===== src/rtl/dma_pkg.sv =====
package dma_pkg;

  typedef enum logic [1:0] {
    ENG_IDLE = 2'd0,
    ENG_REQ  = 2'd1,
    ENG_RD   = 2'd2,
    ENG_WR   = 2'd3
  } eng_st_t;

  // Byte count of one unit for a size code; code 3 behaves as a word.
  function automatic logic [2:0] unit_bytes(input logic [1:0] code);
    case (code)
      2'd0:    return 3'd1;
      2'd1:    return 3'd2;
      default: return 3'd4;
    endcase
  endfunction

endpackage


===== src/rtl/dma_rst_sync.sv =====
module dma_rst_sync #(
  parameter int STAGES = 2
) (
  input  logic clk,
  input  logic rst_n_in,
  output logic rst_n_out
);

  logic [STAGES-1:0] shf_q;

  always_ff @(posedge clk or negedge rst_n_in) begin
    if (!rst_n_in) shf_q <= '0;
    else           shf_q <= {shf_q[STAGES-2:0], 1'b1};
  end

  assign rst_n_out = shf_q[STAGES-1];

endmodule


===== src/rtl/dma_chan.sv =====
module dma_chan
  import dma_pkg::*;
#(
  parameter int AW = 32,
  parameter int CW = 16
) (
  input  logic          clk,
  input  logic          rst_n,
  input  logic          cfg_we,
  input  logic [AW-1:0] cfg_src,
  input  logic [AW-1:0] cfg_dst,
  input  logic [CW-1:0] cfg_cnt,
  input  logic [1:0]    cfg_size,
  input  logic          cfg_block,
  input  logic          cfg_burst,
  input  logic          cfg_trig_sel,
  input  logic          cfg_src_inc,
  input  logic          cfg_dst_inc,
  input  logic          ext_req,
  input  logic          per_irq,
  input  logic          unit_done,
  output logic          ready,
  output logic [AW-1:0] src,
  output logic [AW-1:0] dst,
  output logic [1:0]    size,
  output logic          block,
  output logic          burst,
  output logic          last,
  output logic          done
);

  logic [AW-1:0] src_q, src_d, dst_q, dst_d;
  logic [CW-1:0] cnt_q, cnt_d;
  logic [1:0]    size_q, size_d;
  logic          block_q, block_d, burst_q, burst_d, sel_q, sel_d;
  logic          sinc_q, sinc_d, dinc_q, dinc_d;
  logic          en_q, en_d, pend_q, pend_d, done_q, done_d;
  logic          trig_q, trig_now, trig_rise, upd;
  logic [AW-1:0] step;

  assign trig_now  = sel_q ? per_irq : ext_req;
  assign trig_rise = trig_now & ~trig_q;
  assign step      = AW'(unit_bytes(size_q));
  assign upd       = cfg_we | unit_done | trig_rise;

  always_comb begin
    src_d   = src_q;   dst_d   = dst_q;   cnt_d  = cnt_q;
    size_d  = size_q;  block_d = block_q; burst_d = burst_q;
    sel_d   = sel_q;   sinc_d  = sinc_q;  dinc_d = dinc_q;
    en_d    = en_q;    pend_d  = pend_q;  done_d = done_q;
    if (cfg_we) begin
      src_d   = cfg_src;   dst_d   = cfg_dst;   cnt_d  = cfg_cnt;
      size_d  = cfg_size;  block_d = cfg_block; burst_d = cfg_burst;
      sel_d   = cfg_trig_sel;
      sinc_d  = cfg_src_inc;
      dinc_d  = cfg_dst_inc;
      en_d    = (cfg_cnt != '0);
      pend_d  = 1'b0;
      done_d  = 1'b0;
    end else begin
      if (unit_done) begin
        cnt_d = cnt_q - CW'(1);
        if (sinc_q) src_d = src_q + step;
        if (dinc_q) dst_d = dst_q + step;
        if (cnt_q == CW'(1)) begin
          en_d   = 1'b0;
          pend_d = 1'b0;
          done_d = 1'b1;
        end else if (!block_q) begin
          pend_d = 1'b0;
        end
      end
      if (trig_rise && en_d) pend_d = 1'b1;
    end
  end

  always_ff @(posedge clk or negedge rst_n) begin
    if (!rst_n) begin
      src_q   <= '0;   dst_q   <= '0;   cnt_q  <= '0;
      size_q  <= '0;   block_q <= 1'b0; burst_q <= 1'b0;
      sel_q   <= 1'b0; sinc_q  <= 1'b0; dinc_q <= 1'b0;
      en_q    <= 1'b0; pend_q  <= 1'b0; done_q <= 1'b0;
    end else if (upd) begin
      src_q   <= src_d;   dst_q   <= dst_d;   cnt_q  <= cnt_d;
      size_q  <= size_d;  block_q <= block_d; burst_q <= burst_d;
      sel_q   <= sel_d;   sinc_q  <= sinc_d;  dinc_q <= dinc_d;
      en_q    <= en_d;    pend_q  <= pend_d;  done_q <= done_d;
    end
  end

  always_ff @(posedge clk or negedge rst_n) begin
    if (!rst_n) trig_q <= 1'b0;
    else        trig_q <= trig_now;
  end

  assign ready = en_q & pend_q;
  assign src   = src_q;
  assign dst   = dst_q;
  assign size  = size_q;
  assign block = block_q;
  assign burst = burst_q;
  assign last  = (cnt_q == CW'(1));
  assign done  = done_q;


  unit_en_chk: assert property (@(posedge clk) disable iff (!rst_n)
    unit_done |-> en_q);


  final_done_chk: assert property (@(posedge clk) disable iff (!rst_n)
    (unit_done && !cfg_we && cnt_q == CW'(1)) |=> (done_q && !en_q && !ready));


  src_fixed_chk: assert property (@(posedge clk) disable iff (!rst_n)
    (unit_done && !cfg_we && !sinc_q) |=> $stable(src_q));

endmodule


===== src/rtl/dma_arb.sv =====
module dma_arb #(
  parameter int N  = 8,
  parameter int IW = $clog2(N)
) (
  input  logic [N-1:0]  req,
  output logic [IW-1:0] idx,
  output logic          any
);

  logic [N-1:0] gnt;

  always_comb begin
    gnt = '0;
    idx = '0;
    for (int i = N - 1; i >= 0; i--) begin
      if (req[i]) begin
        gnt    = '0;
        gnt[i] = 1'b1;
        idx    = IW'(i);
      end
    end
  end

  assign any = |gnt;

  always_comb begin

    arb_onehot_chk: assert ($onehot0(gnt));

    arb_lowest_chk: assert (gnt == '0 ? req == '0 : (req & (gnt - N'(1))) == '0);
  end

endmodule


===== src/rtl/dma_engine.sv =====
module dma_engine
  import dma_pkg::*;
#(
  parameter int N  = 8,
  parameter int AW = 32,
  parameter int DW = 32,
  parameter int IW = $clog2(N)
) (
  input  logic          clk,
  input  logic          rst_n,
  input  logic          halt,
  input  logic          win_any,
  input  logic [IW-1:0] win_idx,
  input  logic [AW-1:0] src_sel,
  input  logic [AW-1:0] dst_sel,
  input  logic [1:0]    size_sel,
  input  logic          block_sel,
  input  logic          burst_sel,
  input  logic          last_sel,
  input  logic          bus_gnt,
  input  logic          bus_ack,
  input  logic [DW-1:0] bus_rdata,
  output logic [IW-1:0] cur_idx,
  output logic [N-1:0]  unit_done,
  output logic          bus_req,
  output logic [AW-1:0] bus_addr,
  output logic          bus_we,
  output logic [1:0]    bus_size,
  output logic [DW-1:0] bus_wdata
);

  eng_st_t       st_q, st_d;
  logic [IW-1:0] cur_q, cur_d;
  logic [DW-1:0] buf_q, buf_d;
  logic          keep_bus;

  assign keep_bus = burst_sel & block_sel & ~last_sel & ~halt;

  always_comb begin
    st_d      = st_q;
    cur_d     = cur_q;
    buf_d     = buf_q;
    unit_done = '0;
    case (st_q)
      ENG_IDLE: if (!halt && win_any) begin
        cur_d = win_idx;
        st_d  = ENG_REQ;
      end
      ENG_REQ:  if (bus_gnt) st_d = ENG_RD;
      ENG_RD:   if (bus_ack) begin
        buf_d = bus_rdata;
        st_d  = ENG_WR;
      end
      ENG_WR:   if (bus_ack) begin
        unit_done[cur_q] = 1'b1;
        st_d = keep_bus ? ENG_RD : ENG_IDLE;
      end
      default:  st_d = ENG_IDLE;
    endcase
  end

  always_ff @(posedge clk or negedge rst_n) begin
    if (!rst_n) begin
      st_q  <= ENG_IDLE;
      cur_q <= '0;
      buf_q <= '0;
    end else begin
      st_q  <= st_d;
      cur_q <= cur_d;
      if (st_q == ENG_RD && bus_ack) buf_q <= buf_d;
    end
  end

  assign cur_idx   = cur_q;
  assign bus_req   = (st_q != ENG_IDLE);
  assign bus_we    = (st_q == ENG_WR);
  assign bus_addr  = (st_q == ENG_WR) ? dst_sel : src_sel;
  assign bus_size  = size_sel;
  assign bus_wdata = buf_q;


  halt_idle_chk: assert property (@(posedge clk) disable iff (!rst_n)
    (st_q == ENG_IDLE && halt) |=> (st_q == ENG_IDLE));


  rd_hold_chk: assert property (@(posedge clk) disable iff (!rst_n)
    (st_q == ENG_RD && !bus_ack) |=> (st_q == ENG_RD && $stable(bus_addr)));


  wr_data_chk: assert property (@(posedge clk) disable iff (!rst_n)
    (st_q == ENG_RD && bus_ack) |=> (bus_we && bus_wdata == $past(bus_rdata)));


  cont_release_chk: assert property (@(posedge clk) disable iff (!rst_n)
    (st_q == ENG_WR && bus_ack && !burst_sel) |=> !bus_req);

endmodule


===== src/rtl/dma_ctrl8.sv =====
module dma_ctrl8 #(
  parameter int NCH = 8,
  parameter int AW  = 32,
  parameter int DW  = 32,
  parameter int CW  = 16,
  parameter int CHW = $clog2(NCH)
) (
  input  logic           clk,
  input  logic           rst_n,
  input  logic           cfg_we,
  input  logic [CHW-1:0] cfg_ch,
  input  logic [AW-1:0]  cfg_src,
  input  logic [AW-1:0]  cfg_dst,
  input  logic [CW-1:0]  cfg_cnt,
  input  logic [1:0]     cfg_size,
  input  logic           cfg_block,
  input  logic           cfg_burst,
  input  logic           cfg_trig_sel,
  input  logic           cfg_src_inc,
  input  logic           cfg_dst_inc,
  input  logic [NCH-1:0] dreq,
  input  logic [NCH-1:0] pirq,
  input  logic           nmi,
  input  logic           irq,
  output logic           bus_req,
  input  logic           bus_gnt,
  output logic [AW-1:0]  bus_addr,
  output logic           bus_we,
  output logic [1:0]     bus_size,
  output logic [DW-1:0]  bus_wdata,
  input  logic [DW-1:0]  bus_rdata,
  input  logic           bus_ack,
  output logic [NCH-1:0] done
);

  logic           rst_n_s;
  logic [NCH-1:0] ready_v, block_v, burst_v, last_v, udone_v;
  logic [AW-1:0]  src_a [NCH];
  logic [AW-1:0]  dst_a [NCH];
  logic [1:0]     size_a [NCH];
  logic [CHW-1:0] win_idx, cur_idx;
  logic           win_any;

  dma_rst_sync #(.STAGES(2)) u_rst (
    .clk(clk), .rst_n_in(rst_n), .rst_n_out(rst_n_s)
  );

  for (genvar g = 0; g < NCH; g++) begin : g_ch
    dma_chan #(.AW(AW), .CW(CW)) u_ch (
      .clk(clk), .rst_n(rst_n_s),
      .cfg_we(cfg_we && cfg_ch == CHW'(g)),
      .cfg_src(cfg_src), .cfg_dst(cfg_dst), .cfg_cnt(cfg_cnt),
      .cfg_size(cfg_size), .cfg_block(cfg_block), .cfg_burst(cfg_burst),
      .cfg_trig_sel(cfg_trig_sel), .cfg_src_inc(cfg_src_inc),
      .cfg_dst_inc(cfg_dst_inc),
      .ext_req(dreq[g]), .per_irq(pirq[g]), .unit_done(udone_v[g]),
      .ready(ready_v[g]), .src(src_a[g]), .dst(dst_a[g]), .size(size_a[g]),
      .block(block_v[g]), .burst(burst_v[g]), .last(last_v[g]), .done(done[g])
    );
  end

  dma_arb #(.N(NCH), .IW(CHW)) u_arb (
    .req(ready_v), .idx(win_idx), .any(win_any)
  );

  dma_engine #(.N(NCH), .AW(AW), .DW(DW), .IW(CHW)) u_eng (
    .clk(clk), .rst_n(rst_n_s), .halt(nmi | irq),
    .win_any(win_any), .win_idx(win_idx),
    .src_sel(src_a[cur_idx]), .dst_sel(dst_a[cur_idx]),
    .size_sel(size_a[cur_idx]), .block_sel(block_v[cur_idx]),
    .burst_sel(burst_v[cur_idx]), .last_sel(last_v[cur_idx]),
    .bus_gnt(bus_gnt), .bus_ack(bus_ack), .bus_rdata(bus_rdata),
    .cur_idx(cur_idx), .unit_done(udone_v),
    .bus_req(bus_req), .bus_addr(bus_addr), .bus_we(bus_we),
    .bus_size(bus_size), .bus_wdata(bus_wdata)
  );

endmodule


===== config.mk =====
export PLATFORM = sky130hd
export DESIGN_NAME = dma_ctrl8
export DESIGN_NICKNAME = d
export VERILOG_FILES = /design/src/rtl/dma_pkg.sv /design/src/rtl/dma_rst_sync.sv /design/src/rtl/dma_chan.sv /design/src/rtl/dma_arb.sv /design/src/rtl/dma_engine.sv /design/src/rtl/dma_ctrl8.sv
export SDC_FILE = /design/constraint.sdc
export NUM_CORES = 2
export LEC_CHECK = 0
export ABC_AREA = 1
export BUFFER_PORTS_ARGS = -buffer_cell sky130_fd_sc_hd__buf_2
export CELL_PAD_IN_SITES_DETAIL_PLACEMENT = 0
export CELL_PAD_IN_SITES_GLOBAL_PLACEMENT = 2
export CORE_UTILIZATION = 36
export CTS_CLUSTER_DIAMETER = 40
export DETAILED_ROUTE_END_ITERATION = 8
export PLACE_DENSITY_LB_ADDON = 0.2
export SYNTH_ARGS = -nofsm -noshare
export SYNTH_HDL_FRONTEND = slang
export SYNTH_SLANG_ARGS = --single-unit

===== constraint.sdc =====
create_clock -name clk -period 30.8 [get_ports clk]
set_input_delay 7.7 -clock clk [delete_from_list [all_inputs] [get_ports clk]]
set_output_delay 7.7 -clock clk [all_outputs]
set_load 0.02 [all_outputs]

==> flow_summary.ini <==
[die]
rows = 142
io_pins = 221
start_util = 0.365
dieArea_mm2 = 0.154
die_w_um = 392
die_y_um = 392
core_area_mm2 = 0.150

[synth]
synthArstFlopShare = 1.00
synth.area.mux_share = 0.00657
syn_area_mm2 = 0.0549
synth.area.top_cells = dfrtp_1 35%, nand2_1 13%, o21ai_0 8.6%
synth_common_cells = 1951 x nand2_1, 975 x inv_1, 939 x o21ai_0, 767 x dfrtp_1, 682 x nor2_1
syn_avg_cell_area_um2 = 6.69
synthAdderAreaFrac = 0.0204
synth_top_area_share = 0.350
yosysTopAreaCell = dfrtp_1
synth-simple-area-share = 0.289
syn-num-nets = 8432
synth-seq-cells = 767
synth_xor_area_frac = 0.0275
ys_warn_count = 0
synth_cell_type_count = 62
syn-instance-count = 8207
yosysMostFrequentCell = nand2_1
synth-edff-count = 0
ys_dominant_reg_cell = dfrtp_1
synth_top_family_by_area = simple AND/OR/NAND/NOR gates
synth_seq_area_share = 0.350
synth-compound-area-share = 0.211

[clocking]
ctsResizeCount = 0
numCtsBuffers = 189
post_cts_buffers = 0
cts_hold_buf = 0
htree_levels = 4
clk_latency_ns = 0.85
cts_max_path_buffers = 3
cts_tree = done
path_clk_slew_ns = 0.04
cts_root_buf = clkbuf_16
clkSinkCount = 767

[sta]
maxSlewHeadroom = 0.102
finalHoldViolCount = 0
fin_crit_sh = 0.406
finClkSkew_ns = 0.0432
tightestPinTransition_ns = 1.35
fin_crit_ns = 12.50
finalSetupTns_ns = 0
rsz0062_at_grt = false
fmax_ghz = 0.0800
setup_violations = 0
slew_viol_final = 0

[power]
ir_drop_mv = 0.0940
leakagePower_uw = 0.0289
power-per-cell-area_mw_per_mm2 = 107

[flow_run]
drv_cap = 0

[final_layout]
synthToLayoutAreaGrowth_pct = 17.7
nets = 8582
multi_input_area_mm2 = 0.0306
final_layout_size_suffix_gt1_frac = 0.0898
fin_util = 0.429
seq_area_mm2 = 0.0192
nFillCells = 15886

[drt]
routed_wl_um = 306000
drcViolationCount = 0
ant_nets = 0
drtIter0Drc = 8847
wl_per_cell_um = 29.0
vias = 62933
via_per_inst = 5.96
dr.pass1.iters = 7

[placed_design]
port_buffers = 220
dp.final_hpwl_um = 229000
place_congestion = 1.05

[setup_path]
crit_fanout = 82
cp.required_ns = 23.10
critPathCaptureType = output port
arrival_ns = 4.80
reg2reg_depth = 11
cp-start-kind = flop
criticalPathCategory = flop to output port

[worst_hold_path]
min_path_type = flop to asynchronous set/reset pin

[global_routing]
globalRoute.totalOverflow = 0
grt_pass1_wl_um = 428000
track_usage = 0.389
grt_pass1_vias = 56572
antenna_found_initial = 37
grt_max_degree = 149

[status]
status = finished, final reports clean
-- placed cells by master (no fill, tap or decap), types with 24 or more instances in the layout --
| master | Yosys | routed |
|---|---|---|
| nand2_1 | 1951 | 1944 |
| inv_1 | 975 | 971 |
| o21ai_0 | 939 | 938 |
| dfrtp_1 | 767 | 765 |
| nor2_1 | 682 | 679 |
| nand3_1 | 666 | 666 |
| a21oi_1 | 609 | 602 |
| nor3_1 | 253 | 253 |
| buf_2 | 88 | 220 |
| clkbuf_16 | 0 | 190 |
| o211ai_1 | 153 | 153 |
| xor2_1 | 145 | 145 |
| nand4_1 | 122 | 122 |
| o22ai_1 | 96 | 96 |
| o221ai_1 | 87 | 87 |
| buf_4 | 16 | 82 |
| ha_1 | 64 | 64 |
| clkinv_2 | 0 | 49 |
| a22oi_1 | 36 | 36 |
| mux2_2 | 32 | 32 |
| xnor2_1 | 27 | 27 |
| bufinv_16 | 0 | 27 |
| clkbuf_8 | 0 | 24 |
-- area by class of cell --
cell class,count,share of cell area
Clock inverter,116,0.0245
Multi-Input combinational cell,6095,0.473
Antenna cell,17,0.000658
Timing Repair Buffer,304,0.0272
Inverter,1000,0.0583
Tap cell,2016,0.0390
Clock buffer,237,0.0800
Sequential cell,767,0.297
-- final timing paths --
kind	startpoint	slack (ns)	endpoint
worst max-delay path	u_eng.cur_idx[0]	18.30	bus_addr[19]
worst max register to register	u_eng.cur_idx[0]	26.21	g_ch[4].u_ch.src[12]
max in group asynchronous	rst_n	24.03	u_rst.shf_q[1]
worst min register to register	u_rst.shf_q[1]	0.34	g_ch[1].u_ch.dst[30]
worst min-delay path	u_rst.shf_q[1]	0.34	g_ch[1].u_ch.dst[30]
min in group clk	u_rst.shf_q[0]	0.35	u_rst.shf_q[1]
-- state kept, by name, summed over array words and instances, names as in the netlist, 16 cells and up --
signal	count
g_ch.u_ch.cnt_q	128
g_ch.u_ch.dst	256
g_ch.u_ch.size	16
g_ch.u_ch.src	256
u_eng.bus_wdata	32
-- critical path, stage by stage, from the launching register on --
cell      delay, ns
dfrtp_4        0.58
inv_4          0.63
buf_4          0.73
o21ai_0        0.19
o311ai_0       1.03
nand2_1        0.38
buf_2          0.29
-- per-layer routing --
layer | vias to the layer above | global-route usage | wire length (um)
li1 | 27964 | - | -
met1 | 30718 | 0.565 | 134000
met2 | 3689 | 0.535 | 122000
met3 | 556 | 0.112 | 37100
met4 | 6 | 0.154 | 12800
met5 | - | 0 | 40
-- where the power goes --
group | internal [uW] | switching (uW) | total [uW]
registers | 1410 | 548 | 1960
logic | 731 | 2070 | 2800
clock network | 1420 | 718 | 2140
-- cell families (layout without fill, tap and decap cells) --
family	after synthesis	count (layout)
and+or+nand+nor	3752	3752
other	1	18
AOI/OAI and AO/OA	2058	2058
xor gates and xnor gates	172	172
adders and majority gates	80	80
buffers and inverters	1345	1657
DFF	767	767
muxes	32	32
-- stage by stage --
stage | cells | hold WS, ns | instance area (um^2) | setup slack [ns] | total power, uW
3_5_place_dp | 10182 | 0.341 | 57800 | 19.33 | 4600
5_1_grt | 10542 | 0.361 | 64600 | 18.34 | 7150
3_3_place_gp | 10182 | 0.340 | 57800 | 19.31 | 4580
4_1_cts | 10535 | 0.353 | 64600 | 18.43 | 6760
2_1_floorplan | 8207 | 0.331 | 54900 | 7.84 | 3310
6_report | 10552 | 0.338 | 64600 | 18.30 | 6890
No activity file was read; power rests on OpenSTA's default activity.
